`src/rtl/hcvt_pkg.sv`:
```
package hcvt_pkg;
    localparam int HALF_EXP_W = 5;
    localparam int HALF_MAN_W = 10;
    localparam int HALF_W     = 1 + HALF_EXP_W + HALF_MAN_W;
    localparam int SGL_EXP_W  = 8;
    localparam int SGL_MAN_W  = 23;
    localparam int SGL_W      = 1 + SGL_EXP_W + SGL_MAN_W;
    localparam int MAN_PAD    = SGL_MAN_W - HALF_MAN_W;
    localparam int BIAS_ADJ   = ((1 << (SGL_EXP_W - 1)) - 1) - ((1 << (HALF_EXP_W - 1)) - 1);
    localparam int LZ_W       = $clog2(HALF_MAN_W + 1);

    typedef enum logic [2:0] {
        CLS_ZERO,
        CLS_SUB,
        CLS_NORM,
        CLS_INF,
        CLS_NAN
    } fp_class_e;

    typedef struct packed {
        logic             vld;
        logic             inv;
        logic [SGL_W-1:0] res;
    } stage_t;
endpackage

```
`src/rtl/hcvt_classify.sv`:
```
module hcvt_classify
    import hcvt_pkg::*;
(
    input  logic [HALF_W-1:0]     half_i,
    output logic                  sign_o,
    output logic [HALF_EXP_W-1:0] exp_o,
    output logic [HALF_MAN_W-1:0] man_o,
    output fp_class_e             cls_o
);
    logic exp_zero;
    logic exp_ones;
    logic man_zero;

    always_comb begin
        sign_o   = half_i[HALF_W-1];
        exp_o    = half_i[HALF_W-2 -: HALF_EXP_W];
        man_o    = half_i[HALF_MAN_W-1:0];
        exp_zero = (exp_o == '0);
        exp_ones = (exp_o == '1);
        man_zero = (man_o == '0);
        if (exp_zero)      cls_o = man_zero ? CLS_ZERO : CLS_SUB;
        else if (exp_ones) cls_o = man_zero ? CLS_INF : CLS_NAN;
        else               cls_o = CLS_NORM;
    end
endmodule

```
`src/rtl/hcvt_lzc.sv`:
```
module hcvt_lzc #(
    parameter int W = 10,
    localparam int CW = $clog2(W + 1)
) (
    input  logic [W-1:0]  vec_i,
    output logic [CW-1:0] cnt_o
);
    always_comb begin
        cnt_o = CW'(W);
        for (int i = 0; i < W; i++) begin
            if (vec_i[i]) cnt_o = CW'(W - 1 - i);
        end
    end
endmodule

```
`src/rtl/hcvt_pack.sv`:
```
module hcvt_pack
    import hcvt_pkg::*;
(
    input  fp_class_e             cls_i,
    input  logic                  sign_i,
    input  logic [HALF_EXP_W-1:0] exp_i,
    input  logic [HALF_MAN_W-1:0] man_i,
    input  logic [LZ_W-1:0]       lz_i,
    input  logic                  dn_i,
    output logic [SGL_W-1:0]      res_o,
    output logic                  inv_o
);
    logic [2*HALF_MAN_W:0] sub_wide;
    logic [HALF_MAN_W-1:0] sub_frac;
    logic [SGL_EXP_W-1:0]  sub_exp;
    logic [SGL_EXP_W-1:0]  norm_exp;

    always_comb begin
        sub_wide = {{(HALF_MAN_W+1){1'b0}}, man_i} << (lz_i + 1'b1);
        sub_frac = sub_wide[HALF_MAN_W-1:0];
        sub_exp  = SGL_EXP_W'(BIAS_ADJ) - SGL_EXP_W'(lz_i);
        norm_exp = SGL_EXP_W'(exp_i) + SGL_EXP_W'(BIAS_ADJ);
        inv_o    = (cls_i == CLS_NAN) && !man_i[HALF_MAN_W-1];
        unique case (cls_i)
            CLS_ZERO: res_o = {sign_i, {(SGL_W-1){1'b0}}};
            CLS_INF:  res_o = {sign_i, {SGL_EXP_W{1'b1}}, {SGL_MAN_W{1'b0}}};
            CLS_NORM: res_o = {sign_i, norm_exp, man_i, {MAN_PAD{1'b0}}};
            CLS_SUB:  res_o = {sign_i, sub_exp, sub_frac, {MAN_PAD{1'b0}}};
            default: begin
                if (dn_i) res_o = {1'b0, {SGL_EXP_W{1'b1}}, 1'b1, {(SGL_MAN_W-1){1'b0}}};
                else      res_o = {sign_i, {SGL_EXP_W{1'b1}}, 1'b1,
                                   man_i[HALF_MAN_W-2:0], {MAN_PAD{1'b0}}};
            end
        endcase
    end
endmodule

```
`src/rtl/hcvt_widen.sv`:
```
module hcvt_widen
    import hcvt_pkg::*;
(
    input  logic              clk,
    input  logic              rst_n,
    input  logic              in_valid,
    output logic              in_ready,
    input  logic [HALF_W-1:0] in_half,
    input  logic              dflt_nan_en,
    output logic              out_valid,
    input  logic              out_ready,
    output logic [SGL_W-1:0]  out_single,
    output logic              out_invalid
);
    logic                  sign_c;
    logic [HALF_EXP_W-1:0] exp_c;
    logic [HALF_MAN_W-1:0] man_c;
    fp_class_e             cls_c;
    logic [LZ_W-1:0]       lz_c;
    logic [SGL_W-1:0]      res_c;
    logic                  inv_c;
    stage_t                st_d, st_q;

    hcvt_classify u_cls (
        .half_i (in_half),
        .sign_o (sign_c),
        .exp_o  (exp_c),
        .man_o  (man_c),
        .cls_o  (cls_c)
    );

    hcvt_lzc #(.W(HALF_MAN_W)) u_lzc (
        .vec_i (man_c),
        .cnt_o (lz_c)
    );

    hcvt_pack u_pack (
        .cls_i  (cls_c),
        .sign_i (sign_c),
        .exp_i  (exp_c),
        .man_i  (man_c),
        .lz_i   (lz_c),
        .dn_i   (dflt_nan_en),
        .res_o  (res_c),
        .inv_o  (inv_c)
    );

    assign in_ready    = !st_q.vld || out_ready;
    assign out_valid   = st_q.vld;
    assign out_single  = st_q.res;
    assign out_invalid = st_q.vld && st_q.inv;

    always_comb begin
        st_d = st_q;
        if (in_ready) begin
            st_d.vld = in_valid;
            st_d.inv = in_valid && inv_c;
            if (in_valid) st_d.res = res_c;
        end
    end

    always_ff @(posedge clk or negedge rst_n) begin
        if (!rst_n) st_q <= '0;
        else        st_q <= st_d;
    end
endmodule

```
`config.mk`:
```
export PLATFORM = sky130hd
export DESIGN_NAME = hcvt_widen
export DESIGN_NICKNAME = d
export VERILOG_FILES = /design/src/rtl/hcvt_pkg.sv /design/src/rtl/hcvt_classify.sv /design/src/rtl/hcvt_lzc.sv /design/src/rtl/hcvt_pack.sv /design/src/rtl/hcvt_widen.sv
export SDC_FILE = /design/constraint.sdc
export NUM_CORES = 1
export LEC_CHECK = 0
export BUFFER_PORTS_ARGS = -buffer_cell sky130_fd_sc_hd__buf_4
export CAP_MARGIN = 30
export CORE_MARGIN = 3
export CORE_UTILIZATION = 47
export DETAILED_ROUTE_END_ITERATION = 16
export PLACE_DENSITY = 0.79
export SLEW_MARGIN = 20
export SYNTH_ARGS = -nofsm -noshare
export SYNTH_HDL_FRONTEND = slang
export SYNTH_SLANG_ARGS = --single-unit
```
`constraint.sdc`:
```
create_clock -name clk -period 1.4 [get_ports clk]
set_clock_uncertainty 0.1 [all_clocks]
set_input_delay 0.07 -clock clk [delete_from_list [all_inputs] [get_ports clk]]
set_output_delay 0.07 -clock clk [all_outputs]
set_load 0.03 [all_outputs]
```
### Yosys cells after proc, flatten, opt, wreduce, memory -nomap -nowiden

Index checks and enable logic that the tools add are counted.

* flip-flop bits (word level): 34
* bits of input ports: 21
* output and inout bits: 35
* word-level logic and storage cells: 38

* add/subtract/negate cells: 3
* equal/unequal tests: 5
* shifts and indexed selects: 1
* multiplexer cells: 16
* reductions and logical operators: 10

Operator list (count)
* $pmux W32 S4: 1
* $mux W32: 1
* $mux W4: 8
* $logic_not A10 Y1: 1
* $shl A10 B4 Y10: 1
* $mux W3: 3
* $add A5 B7 Y8 const B: 1
* $sub A7 B4 Y8 const A: 1
* $eq A3 B2 Y1 const B: 2
* $eq A5 B5 Y1 const B: 1
* $logic_not A5 Y1: 1
* $add A4 B1 Y4 const B: 1
* $mux W2: 2
* $eq A3 B1 Y1 const B: 1
* $eq A3 B3 Y1 const B: 1
* $logic_and A1 B1 Y1: 3
* $logic_not A3 Y1: 1
* $logic_not A1 Y1: 2
* $reduce_and A2 Y1: 1
* $logic_or A1 B1 Y1: 1
* $mux W1: 1

### Logic depth before layout (Yosys ltp)

* depth after elaboration: 13
* mapped depth: 12
* mapped depth without buffers: 11

### Modules after synthesis

Synthesis repeated with hierarchy kept, for this count alone.

* cell total of the unflattened synthesis: 266
* area, all modules: 2778.9 um^2

Modules (own cells, without submodules)
* hcvt_widen: times used 1, cells an instance 108, area an instance 1676.6 um^2, seq. area each 850.8 um^2
* hcvt_pack: times used 1, cells an instance 112, area an instance 808.3 um^2, seq. area each 0.0 um^2
* hcvt_classify: times used 1, cells an instance 29, area an instance 196.4 um^2, seq. area each 0.0 um^2
* hcvt_lzc: times used 1, cells an instance 17, area an instance 97.6 um^2, seq. area each 0.0 um^2

### Worst setup path before layout

Ideal clock, no wire load.

* path kind: input -> register
* start point: in in_half[5]
* end point: reg st_q, in the netlist out_single[21]
* library setup time: 131 ps
* arrival: 2238 ps
* required time: 1169 ps
* slack: -1068 ps
* cell stages on the path: 12
* path buffers: 1
* cell sequence: buf_2 -> nor2_1 -> o21ai_0 -> a211oi_1 -> inv_1 -> ha_1 -> clkinv_1 -> o21ai_0 -> o21a_1 -> o221ai_1 -> o211ai_1 -> nand3_1

* word-level cells in the longest chain between the ends: 8
* elaborated cells between the ends (all ways): 17
* classes of those cells: add/sub (1); eq/ne (3); shift (1); mux (10); reduce/logical (2)

RTL lines
* start, declared: RTL line hcvt_widen.sv:8 `input logic [HALF_W-1:0] in_half,`
* $mux W4 (5 in series): RTL line hcvt_lzc.sv:11 `if (vec_i[i]) cnt_o = CW'(W - 1 - i);`
* $add A4 B1 Y4: RTL line hcvt_pack.sv:19 `sub_wide = {{(HALF_MAN_W+1){1'b0}}, man_i} << (lz_i + 1'b1);`
* $shl A10 B4 Y10: RTL line hcvt_pack.sv:19
* $pmux W32 S4 (*): RTL line hcvt_pack.sv:24 `unique case (cls_i)`
* end signal, assigned: RTL line hcvt_widen.sv:64 `else st_q <= st_d;`
* end, declared: RTL line hcvt_widen.sv:22 `stage_t st_d, st_q;`

Every way passes the cells marked *; elsewhere a longest branch is shown, timed or not.
A chain may end at the register's enable or synchronous reset.

### Worst setup path after layout

* start point: in in_half[8]
* end point: reg st_q, in the netlist out_single[14]

* word-level cells in the longest chain between the ends: 6
* elaborated cells between the ends (all ways): 14
* classes of those cells: add/sub (1); eq/ne (3); shift (1); mux (7); reduce/logical (2)

RTL lines (RTL line)
* branches (longest 5 deep; another with $add A4 B1 Y4)
* $pmux W32 S4 (*): hcvt_pack.sv:24

Every way passes the cells marked *.

==> key figures <==
Run status
  • Status: finished, violations left
  • Failing checks: negative setup slack

Clock tree
  • Clock-pin slew on the worst setup and hold paths: 0.09 ns
  • CTS tree: yes
  • CTS max path bufs: 2
  • Clock Latency Late Sink: 0.26 ns
  • Root Driver: clkbuf_8
  • H-tree depth: 1
  • Num CTS Buffers: 3
  • Sink Count: 20

STA
  • RSZ-0062 raised after global routing: yes
  • Final Hold Fails: 0
  • Minimum clock period: 1.79 ns
  • Fin crit share: 1.28
  • Setup ws final: -0.393 ns
  • Max Freq: 558 MHz
  • Pins Over Slew Limit: 0
  • Final setup violation count: 14
  • Worst hold margin: 0.00224 ns

Place
  • RePlAce Congestion: 0.936
  • IO Port Bufs: 42
  • Detail Placement HPWL: 4610 um

Pwr
  • Max IR drop VDD: 486 uV
  • PD cells: 739 mW/mm^2
  • LEAKAGE: 0.00137 uW

Global routing
  • Antenna violations before repair: 0
  • Grt ovf: 0
  • GRT Total Usage: 0.270
  • Largest net degree at the start of global routing: 21
  • Global-route wire length before repair: 9540 um
  • Number of global-route vias before repair: 2015

Floorplanning
  • Rows: 22
  • Initial core utilization: 0.496
  • Core area: 0.00374 mm^2
  • Die height: 68.9 um
  • Die X: 68.9 um
  • Num ports: 56
  • Die ar.: 0.00474 mm^2

Flow run
  • MaxCap Viol Count: 0

Route
  • Wirelength, routed: 6510 um
  • Via count: 2168
  • DRC Markers: 0
  • ANT nets after route: 0
  • Wirelength per Cell: 17.2 um
  • Pre-antenna DRT Iters: 4
  • Vias/cell: 5.72
  • DR iter-0 viols: 138

Setup path
  • CP Launch Type: input port
  • CP max FO: 6
  • WP data required: 1.48 ns
  • Kind of critical path: in2reg
  • Critical path endpoint category: register
  • Worst Path Arrival: 1.88 ns

Synth
  • Cell area after synthesis: 0.00186 mm^2
  • Main synth FF type: dfrtp_1
  • Post-synth ARST share: 1.00
  • Avg Cell Area, Syn: 7.94 um^2
  • Sequential share of the synthesized area: 0.269
  • Synthesis-stage register bit count: 20
  • Synthesized instance count: 234
  • Post-synth cell types: 58
  • YS warnings: 0
  • Number of synthesized flops with an enable pin: 0

Layout
  • Post-route core utilization: 0.807
  • Area Overhead vs Synth: 62.6%
  • Fill cells: 242
  • N_diodes: 0
  • Multi-input gate area: 0.00134 mm^2
  • Register area: 502 um^2
  • Nets: 355
  • Leading cell type in the layout, fill and taps excluded: buf_4
  • Layout cell share with drive strength beyond 1: 0.544
  • Most frequent cells in the layout: 104 x buf_4, 20 x nand2_1, 19 x dfrtp_1

Worst hold path
  • HP Class: in2reg
## flip-flops by register name (all words and copies together) (netlist names)
name and cells:
out_valid 1, out_single 18, st_q 1
## stage by stage
step	cell area (um^2)	total power (uW)	setup WS, ns	cells	TNS [ns]
2_1_floorplan	2040	1410	-0.571	246	-5.34
3_3_place_gp	2610	1670	-0.624	359	-8.04
3_5_place_dp	2610	1690	-0.644	359	-8.42
4_1_cts	2880	2150	-0.321	374	-2.61
5_1_grt	3020	2330	-0.436	379	-4.26
6_report	3020	2230	-0.393	379	-3.33
## routing by layer
metal  vias to the layer above  wire (um)  track usage
met3                        16        465       0.0178
met5                         -          0            0
li1                        990          -            -
met2                       108       3370        0.496
met4                         0        160       0.0900
met1                      1054       2510        0.332
## what timing repair did
item | 4_1_cts | 5_1_grt
pin swaps | 13 | 15
buffers inserted | 8 | 6
endpoints found under the hold margin | 23 | 0
setup endpoints to repair | 14 | 16
hold buffers | 4 | 0
resized for setup | 35 | 26
## worst paths after layout
| check | from | end | slack (ns) | cells past startpoint |
|---|---|---|---|---|
| worst min-delay path | dflt_nan_en | out_single[31] | 0.002 | 4 |
| worst min register to register | out_single[24] | out_single[24] | 0.40 | 2 |
| worst max register to register | out_valid | out_single[21] | -0.27 | 5 |
| min in group asynchronous | rst_n | out_single[24] | 0.16 | 2 |
| worst max-delay path | in_half[8] | out_single[14] | -0.39 | 7 |
| max in group asynchronous | rst_n | out_valid | 0.80 | 2 |
## cells in the mapped netlist, types with 2 or more instances
library cell  count  area share
o21ai_0          16       0.043
and3_1            3       0.010
or2_2             2      0.0067
clkbuf_1          7       0.014
o211ai_1          3       0.012
and2_1            2      0.0067
o21a_1            5       0.020
nand3_1           6       0.016
ha_1              2       0.013
dfrtp_1          20        0.27
a21oi_1          15       0.040
a32oi_1           2      0.0094
nor2b_1           5       0.017
buf_4            32        0.13
nor2_1           20       0.040
buf_2             4       0.011
nand2_1          22       0.044
nor4_2            2       0.013
a221oi_1          2      0.0094
a22oi_1           6       0.024
or4_1             2      0.0081
clkinv_1          2      0.0040
a31oi_1           7       0.024
o311ai_2          2       0.018
inv_1             5       0.010
nor3_1            2      0.0054
nand2b_1          7       0.024
## critical path, stage by stage
cell     delay, ns
buf_12        0.12
or4_4         0.55
a21oi_4       0.28
xor2_2        0.15
nor3_2        0.19
or3b_1        0.39
a21oi_2       0.14
## where the power goes
group | switching, uW | leakage, uW | total (uW) | internal [uW]
registers | 43.4 | 0.000239 | 695 | 651
logic | 628 | 0.00111 | 1130 | 500
clock network | 208 | 0.0000228 | 411 | 203
total | 880 | 0.00137 | 2230 | 1350
## area by class of cell
| type | instances | share of cell area |
|---|---|---|
| Tap cell | 48 | 0.0199 |
| Timing Repair Buffer | 125 | 0.345 |
| Clock buffer | 4 | 0.0149 |
| Inverter | 7 | 0.0104 |
| Sequential cell | 20 | 0.166 |
| Multi-Input combinational cell | 175 | 0.444 |
## cell families after synthesis
group	Yosys count	share of synthesized area
DFF	20	0.269
other	1	0.00202
AOI/OAI and AO/OA	71	0.261
adders and majority gates	2	0.0135
and+or+nand+nor	82	0.230
muxes	4	0.0316
xor gates and xnor gates	3	0.0182
buffers and inverters	51	0.174
(Power assumes the default switching activity.)
